### src/rtl/fsq_pkg.sv
package fsq_pkg;
  localparam int MAX_MC  = 4;
  localparam int SLOT_W  = $clog2(2 * MAX_MC + 1);
  localparam int CLS_W   = 3;

  typedef enum logic [CLS_W-1:0] {
    CLS_B1M1 = 3'd0,
    CLS_B1M2 = 3'd1,
    CLS_B2M1 = 3'd2,
    CLS_B2M2 = 3'd3,
    CLS_B3M2 = 3'd4,
    CLS_B1M4 = 3'd5,
    CLS_XMEM = 3'd6,
    CLS_RSVD = 3'd7
  } iclass_e;

  function automatic logic [SLOT_W-1:0] cls_bytes(input logic [CLS_W-1:0] c);
    case (iclass_e'(c))
      CLS_B2M1, CLS_B2M2: cls_bytes = SLOT_W'(2);
      CLS_B3M2:           cls_bytes = SLOT_W'(3);
      default:            cls_bytes = SLOT_W'(1);
    endcase
  endfunction

  function automatic logic [SLOT_W-1:0] cls_cycles(input logic [CLS_W-1:0] c);
    case (iclass_e'(c))
      CLS_B1M2, CLS_B2M2, CLS_B3M2, CLS_XMEM: cls_cycles = SLOT_W'(2);
      CLS_B1M4:                               cls_cycles = SLOT_W'(MAX_MC);
      default:                                cls_cycles = SLOT_W'(1);
    endcase
  endfunction

  function automatic logic cls_is_xmem(input logic [CLS_W-1:0] c);
    cls_is_xmem = (iclass_e'(c) == CLS_XMEM);
  endfunction
endpackage

### src/rtl/fsq_slot_ctr.sv
module fsq_slot_ctr
  import fsq_pkg::*;
(
  input  logic              clk,
  input  logic              rst_n,
  input  logic              strb,
  input  logic              done,
  input  logic [CLS_W-1:0]  cls_now,
  output logic [SLOT_W-1:0] slot_q,
  output logic [CLS_W-1:0]  cls_q
);
  always_ff @(posedge clk) begin
    if (!rst_n) begin
      slot_q <= '0;
      cls_q  <= '0;
    end else if (done) begin
      slot_q <= '0;
    end else if (strb) begin
      slot_q <= slot_q + SLOT_W'(1);
      if (slot_q == '0) cls_q <= cls_now;
    end
  end
endmodule

### src/rtl/fsq_slot_decode.sv
module fsq_slot_decode
  import fsq_pkg::*;
#(
  parameter int ARG_W = 1
) (
  input  logic              strb,
  input  logic              mc_end,
  input  logic [SLOT_W-1:0] slot_q,
  input  logic [CLS_W-1:0]  cls_in,
  input  logic [CLS_W-1:0]  cls_q,
  output logic [CLS_W-1:0]  cls_now,
  output logic              pc_inc,
  output logic              op_cap,
  output logic              arg_cap,
  output logic [ARG_W-1:0]  arg_idx,
  output logic              dummy,
  output logic              xreq,
  output logic              done
);
  localparam logic [SLOT_W-1:0] SECOND_MC = SLOT_W'(2);

  logic              first_slot;
  logic [SLOT_W-1:0] nbytes;
  logic [SLOT_W-1:0] nslots;
  logic              real_fetch;

  always_comb begin
    first_slot = (slot_q == '0);
    cls_now    = first_slot ? cls_in : cls_q;
    nbytes     = cls_bytes(cls_now);
    nslots     = cls_cycles(cls_q) << 1;
    xreq       = !first_slot && cls_is_xmem(cls_q) && (slot_q >= SECOND_MC);
    real_fetch = strb && !xreq && (slot_q < nbytes);
    op_cap     = real_fetch && first_slot;
    arg_cap    = real_fetch && !first_slot;
    pc_inc     = real_fetch;
    arg_idx    = ARG_W'(slot_q - SLOT_W'(1));
    dummy      = strb && !xreq && !real_fetch;
    done       = mc_end && !first_slot && (slot_q == nslots);
  end
endmodule

### src/rtl/fsq_capture.sv
module fsq_capture #(
  parameter int BYTE_W   = 8,
  parameter int NUM_ARGS = 2,
  parameter int ARG_W    = 1
) (
  input  logic                       clk,
  input  logic                       rst_n,
  input  logic                       op_cap,
  input  logic                       arg_cap,
  input  logic [ARG_W-1:0]           arg_idx,
  input  logic [BYTE_W-1:0]          byte_in,
  output logic [BYTE_W-1:0]          opcode_q,
  output logic [NUM_ARGS*BYTE_W-1:0] args_q
);
  always_ff @(posedge clk) begin
    if (!rst_n)      opcode_q <= '0;
    else if (op_cap) opcode_q <= byte_in;
  end

  for (genvar g = 0; g < NUM_ARGS; g++) begin : g_arg
    always_ff @(posedge clk) begin
      if (!rst_n)
        args_q[g*BYTE_W +: BYTE_W] <= '0;
      else if (arg_cap && (arg_idx == ARG_W'(g)))
        args_q[g*BYTE_W +: BYTE_W] <= byte_in;
    end
  end
endmodule

### src/rtl/fetch_slot_seq.sv
module fetch_slot_seq
  import fsq_pkg::*;
#(
  parameter int BYTE_W   = 8,
  parameter int NUM_ARGS = 2,
  localparam int ARG_W   = (NUM_ARGS > 1) ? $clog2(NUM_ARGS) : 1
) (
  input  logic                       clk,
  input  logic                       rst_n,
  input  logic                       fetch_strb_i,
  input  logic                       mc_end_i,
  input  logic [BYTE_W-1:0]          code_byte_i,
  input  logic [CLS_W-1:0]           iclass_i,
  output logic                       pc_inc_o,
  output logic                       op_cap_o,
  output logic                       arg_cap_o,
  output logic [ARG_W-1:0]           arg_idx_o,
  output logic                       dummy_o,
  output logic                       xdata_req_o,
  output logic                       instr_done_o,
  output logic [BYTE_W-1:0]          opcode_o,
  output logic [NUM_ARGS*BYTE_W-1:0] args_o
);
  logic [SLOT_W-1:0] slot_q;
  logic [CLS_W-1:0]  cls_q;
  logic [CLS_W-1:0]  cls_now;
  logic              slot_zero;

  assign slot_zero = (slot_q == '0);

  fsq_slot_ctr u_ctr (
    .clk     (clk),
    .rst_n   (rst_n),
    .strb    (fetch_strb_i),
    .done    (instr_done_o),
    .cls_now (cls_now),
    .slot_q  (slot_q),
    .cls_q   (cls_q)
  );

  fsq_slot_decode #(.ARG_W(ARG_W)) u_dec (
    .strb    (fetch_strb_i),
    .mc_end  (mc_end_i),
    .slot_q  (slot_q),
    .cls_in  (iclass_i),
    .cls_q   (cls_q),
    .cls_now (cls_now),
    .pc_inc  (pc_inc_o),
    .op_cap  (op_cap_o),
    .arg_cap (arg_cap_o),
    .arg_idx (arg_idx_o),
    .dummy   (dummy_o),
    .xreq    (xdata_req_o),
    .done    (instr_done_o)
  );

  fsq_capture #(.BYTE_W(BYTE_W), .NUM_ARGS(NUM_ARGS), .ARG_W(ARG_W)) u_cap (
    .clk      (clk),
    .rst_n    (rst_n),
    .op_cap   (op_cap_o),
    .arg_cap  (arg_cap_o),
    .arg_idx  (arg_idx_o),
    .byte_in  (code_byte_i),
    .opcode_q (opcode_o),
    .args_q   (args_o)
  );
endmodule

### config.mk
export PLATFORM = sky130hd
export DESIGN_NAME = fetch_slot_seq
export DESIGN_NICKNAME = d
export VERILOG_FILES = /design/src/rtl/fsq_pkg.sv /design/src/rtl/fsq_slot_ctr.sv /design/src/rtl/fsq_slot_decode.sv /design/src/rtl/fsq_capture.sv /design/src/rtl/fetch_slot_seq.sv
export SDC_FILE = /design/constraint.sdc
export NUM_CORES = 1
export LEC_CHECK = 0
export ABC_AREA = 0
export BUFFER_PORTS_ARGS = -buffer_cell sky130_fd_sc_hd__buf_4
export CAP_MARGIN = 20
export CORE_ASPECT_RATIO = 1.4
export CORE_MARGIN = 8
export CORE_UTILIZATION = 45
export CTS_CLUSTER_SIZE = 10
export DETAILED_ROUTE_END_ITERATION = 16
export PLACE_DENSITY = 0.71
export RECOVER_POWER = 50
export SLEW_MARGIN = 20
export SYNTH_ARGS = -nofsm -noshare
export SYNTH_HDL_FRONTEND = slang
export SYNTH_SLANG_ARGS = --single-unit
### constraint.sdc
create_clock -name clk -period 4.5 [get_ports clk]
set_clock_uncertainty 0.15 [all_clocks]
set_input_delay 0.9 -clock clk [delete_from_list [all_inputs] [get_ports clk]]
set_output_delay 0.9 -clock clk [all_outputs]
set_load 0.05 [all_outputs]
## Word-level counts from Yosys, hierarchy flattened

Cells that the tools add are included.

- Bits of input ports: 15
- Output and inout port bits: 31
- Register bits after elaboration: 31
- Word-level logic and storage cells: 43

- Multiplexer cells: 3
- Reduce and logical (&&, ||, !) cells: 19
- Equality and inequality tests: 9
- Bitwise gates (word level): 3
- Add/subtract/negate cells: 2
- $lt $le $gt $ge: 2

Operators by type and width:

| kind | number |
|---|---|
| $eq A3 B3 Y1 const B | 4 |
| $logic_and A1 B1 Y1 | 11 |
| $eq A3 B2 Y1 const B | 3 |
| $pmux W3 S2 | 1 |
| $add A4 B1 Y4 const B | 1 |
| $eq A4 B4 Y1 | 1 |
| $ge A4 B2 Y1 const B | 1 |
| $logic_not A4 Y1 | 1 |
| $lt A4 B2 Y1 | 1 |
| $pmux W2 S2 | 1 |
| $reduce_or A2 Y1 | 2 |
| $reduce_or A4 Y1 | 1 |
| $eq A3 B1 Y1 const B | 1 |
| $logic_not A1 Y1 | 3 |
| $mux W3 | 1 |
| $not A1 Y1 | 3 |
| $reduce_and A3 Y1 | 1 |
| $sub A1 B1 Y1 const B | 1 |

## Longest topological paths before layout

- Depth in word-level cells: 9
- Mapped depth: 11
- Depth with buffers taken out: 10

## By module

From an unflattened synthesis, not the netlist that was laid out.

- Cell total of the unflattened synthesis: 164
- Area, all modules: 1587.8 um2

By module, submodules not included:

| module | instances | cells each | area an instance (um2) |
|---|---|---|---|
| fsq_capture | 1 | 88 | 934.6 |
| fsq_slot_decode | 1 | 42 | 341.6 |
| fsq_slot_ctr | 1 | 34 | 311.5 |

## Worst setup path before layout

OpenSTA, ideal clock, no wires.

- Kind: register to output
- From: register u_ctr.slot_q[0]
- To: output port arg_cap_o
- Path buffers: 1
- Required time: 3.450 ns
- Cell stages (with the launch flop): 10
- Slack: -0.055 ns
- Arrival: 3.505 ns
- Cells stage by stage: dfxtp_1 -> clkbuf_1 -> inv_1 -> ha_1 -> or3b_1 -> a211oi_1 -> a21o_1 -> ha_1 -> o21a_1 -> nor3_1

- Longest elaborated chain between the ends: 8
- Elaborated cells on any way between the ends: 16
- Those cells by class: order compare (2); eq/ne (3); mux (2); reduce/logical (9)

Ends and longest elaborated chain:

| what | RTL line | source |
|---|---|---|
| start: declaration | fsq_slot_ctr.sv:9 | `output logic [SLOT_W-1:0] slot_q,` |
| start signal: assignment | fsq_slot_ctr.sv:19 | `slot_q <= slot_q + SLOT_W'(1);` |
| $logic_not A4 Y1 | fsq_slot_decode.sv:28 | `first_slot = (slot_q == '0);` |
| $mux W3 or $logic_not A1 Y1 (tied branches) | fsq_slot_decode.sv:29, fsq_slot_decode.sv:32, fsq_slot_decode.sv:35 |  |
| $eq A3 B2 Y1 or $logic_and A1 B1 Y1 (tied branches) | fsq_pkg.sv:18, fsq_slot_decode.sv:32 |  |
| $reduce_or A2 Y1 or $logic_and A1 B1 Y1 (tied branches) | fsq_pkg.sv:18, fsq_slot_decode.sv:32 |  |
| $pmux W2 S2 or $logic_not A1 Y1 (tied branches) | fsq_pkg.sv:18, fsq_slot_decode.sv:33 |  |
| $lt A4 B2 Y1 or $logic_and A1 B1 Y1 (tied branches) | fsq_slot_decode.sv:33 | `real_fetch = strb && !xreq && (slot_q < nbytes);` |
| $logic_and A1 B1 Y1 | fsq_slot_decode.sv:33 |  |
| $logic_and A1 B1 Y1 (*) | fsq_slot_decode.sv:35 | `arg_cap = real_fetch && !first_slot;` |
| end: declaration | fetch_slot_seq.sv:16 | `output logic arg_cap_o,` |

Every way passes the cells marked *; elsewhere a longest branch is shown, timed or not.

## Final worst setup path

- From: register u_ctr.slot_q[0]
- To: output port op_cap_o

- Longest elaborated chain between the ends: 8
- Elaborated cells on any way between the ends: 16
- Those cells by class: order compare (2); eq/ne (3); mux (2); reduce/logical (9)

Ends and longest elaborated chain:

| what | RTL line | source |
|---|---|---|
| $logic_not A4 Y1 | fsq_slot_decode.sv:28 |  |
| $mux W3 or $logic_not A1 Y1 (tied branches) | fsq_slot_decode.sv:29, fsq_slot_decode.sv:32 |  |
| $eq A3 B2 Y1 or $logic_and A1 B1 Y1 (tied branches) | fsq_pkg.sv:18, fsq_slot_decode.sv:32 |  |
| $reduce_or A2 Y1 or $logic_and A1 B1 Y1 (tied branches) | fsq_pkg.sv:18, fsq_slot_decode.sv:32 |  |
| $pmux W2 S2 or $logic_not A1 Y1 (tied branches) | fsq_pkg.sv:18, fsq_slot_decode.sv:33 |  |
| $lt A4 B2 Y1 or $logic_and A1 B1 Y1 (tied branches) | fsq_slot_decode.sv:33 |  |
| $logic_and A1 B1 Y1 | fsq_slot_decode.sv:33 |  |
| $logic_and A1 B1 Y1 (*) | fsq_slot_decode.sv:34 | `op_cap = real_fetch && first_slot;` |
| end: declaration | fetch_slot_seq.sv:15 | `output logic op_cap_o,` |

Marks and branches as above.

==> out/metrics.cfg <==
[synthesis]
ys_seq_elements=31
synth_cells=167
synth_area_sq_um=1560
synth_most_common_cell=nand2_1
ys_warn_count=0
netlist.area_leader.share_pct=39.9
synth_area_leader_cell=dfxtp_1
synth_cell_type_count=37
yosysSeqAreaShare_pct=39.9
synth-edff-count=0
synth_common_cells=39 x nand2_1, 31 x dfxtp_1, 27 x mux2i_1
synth_flop_cell=dfxtp_1
ys_async_sr_fraction_pct=0
synth_area_leaders=dfxtp_1 40%, mux2i_1 17%, nand2_1 9.4%
syn-num-nets=186
syn-mean-instance-area_sq_um=9.31

[detailed_routing]
route.detailed.wl_per_inst_um=15.1
drt-initial-drc-count=73
drt.antenna.violating_nets=0
vias_per_cell=5.12
drc=0
vias=1285
drt-total-wl_mm=3.80
drtPass1Iterations=4

[layout]
diodes=0
ff_latch_area_sq_um=621
final_nets=229
fillers=311
layout-drive-gt1-share_pct=18.5
multi_input_area_sq_um=883
area_growth_pct=24.9

[clocking]
clock_sinks=31
cts_hold_buf=0
cts_buffers=5
post-cts-setup-buffers=0
cts_root_buffer=clkbuf_8
htree_levels=2
cts_tree=yes
path_clk_slew_ns=0.07
ctsResizeCount=0
clock_latency_ns=0.28
cts.path.max_buffers=2

[sta]
finalSetupTns_ns=0
slew_violations=0
slew_headroom_pct=48.3
setup_slack_ns=0.356
min_period_over_period_pct=92.1
finalSetupViolCount=0
rsz0062_at_grt=false
hold_viol_final=0
period_needed_ns=4.14
timing.fmax_mhz=241
worstMarginPinSlew_ns=0.775

[status]
status=complete, no violations

[worst_setup_path]
path_cells=inv_1 -> ha_1 -> or3b_1 -> a211oi_1 -> a21o_1 -> ha_1 -> o21ai_0 -> nand3_1 -> buf_4 -> inv_1 -> buf_4
critPathMaxStageDelay_ns=0.45
reg2reg_depth=9
start_kind=register
worstSetupPathType=register to output port
path_buf_inv=4
arrival_ns=3.09
cpMaxStageDelayCell=or3b_1
cp.depth=11
setup.worst_path.end_class=output port
crit_fanout=9
crit_required_ns=3.45
worst_path_dominant_cell_family=buffers and inverters

[grt]
overflow=0
grt_pass1_wl_mm=6.54
grt_pass1_vias=1421
antenna_found_initial=0
grt_start_max_net_pins=40
track_usage_pct=14.5

[floorplan]
core_area_sq_um=3350
rows=25
start_util_pct=46.5
fp.dieH_um=85.6
io_pins=46
die_w_um=65.7
dieArea_sq_um=5620

[min_path]
hold_path_class=register to register
min_path_cells=2

[power]
p_leak_nw=0.788
peakVddDrop_uv=256
powerDensity_nw_per_um2=419

[place]
hpwl_mm=2.95
preCtsSetupSlack_ns=0.650
io_buffer_count=45
gp_congestion=0.832

[flow_run]
maxCapViolations=0

[tightest hold or removal path, stage by stage, from the launching register on]
cell and delay, ns:
dfxtp_1 0.31, nand2_1 0.05, mux2i_1 0.05
[where the power goes]
group,switching (W),leakage [nW],internal (W),total (W)
sequential,0.0000176,0.252,0.000293,0.000310
clock,0.000101,0.0612,0.000179,0.000280
combinational,0.000151,0.474,0.0000729,0.000224
[cells in the final DEF, fill, tap and decap left out, types with 2 or more instances in the layout]
master,synthesis,final
dfxtp_1,31,31
o21ai_0,3,3
ha_1,4,4
nor2b_1,5,5
clkbuf_8,0,6
nand3_1,2,2
mux2i_1,27,27
a21oi_1,8,8
and3_1,3,3
buf_4,0,22
mux2_2,2,2
inv_1,4,4
nor2_1,3,3
xnor2_1,3,3
clkbuf_1,7,24
nand2_1,39,39
[area by class of cell]
type / instances / share of cell area, %
multi-input cells: 122 / 45.5
flip-flops and latches: 31 / 32.0
repair buffers: 46 / 13.1
clock buffers: 6 / 4.25
well taps: 40 / 2.58
clock inverters: 2 / 1.80
inverters: 4 / 0.773
[layer usage]
layer | vias to the layer above | GRT usage, % | routed length [um]
li1 | 652 | - | -
met1 | 590 | 15.4 | 1610
met2 | 36 | 24.8 | 1910
met3 | 7 | 5.35 | 208
met4 | 0 | 5.98 | 63
met5 | - | 0 | 0
[metrics by stage]
step | instance area [sq um] | util [%] | power [W] | hold slack, ns | cells
after floorplan | 1560 | - | 0.000488 | 0.402 | 167
after global placement | 1910 | 57.2 | 0.000547 | 0.296 | 243
after detailed placement | 1910 | 57.2 | 0.000554 | 0.298 | 243
after CTS | 2030 | 60.7 | 0.000838 | 0.314 | 251
after global routing | 1940 | 58.0 | 0.000849 | 0.333 | 251
final | 1940 | 58.0 | 0.000814 | 0.311 | 251
[sequential cells by signal (all words and copies together) (netlist names)]
signal          flops
u_cap.args_q       16
u_cap.opcode_q      8
u_ctr.slot_q        4
u_ctr.cls_q         3
[worst paths after layout]
| path | start | endpoint | slack (ns) |
|---|---|---|---|
| max | u_ctr.slot_q[0]$_SDFFE_PP0P_ | op_cap_o | 0.36 |
| min | u_cap.args_q[5]$_SDFFE_PN0P_ | u_cap.args_q[5]$_SDFFE_PN0P_ | 0.31 |
| max reg2reg | u_ctr.slot_q[0]$_SDFFE_PP0P_ | u_cap.args_q[9]$_SDFFE_PN0P_ | 1.07 |
| min reg2reg | u_cap.args_q[5]$_SDFFE_PN0P_ | u_cap.args_q[5]$_SDFFE_PN0P_ | 0.31 |
[logic make-up (layout without fill, tap and decap cells)]
| logic type | count (synthesis) | count (layout) | share of synthesized area (%) |
|---|---|---|---|
| buf+inv | 14 | 58 | 3.62 |
| fa+ha+maj | 4 | 4 | 3.22 |
| flops | 31 | 31 | 39.9 |
| simple gates | 65 | 65 | 21.0 |
| mux | 29 | 29 | 18.8 |
| xor+xnor | 4 | 4 | 2.25 |
| compound gates | 20 | 20 | 11.2 |
Power figures use the tool's default switching activity.
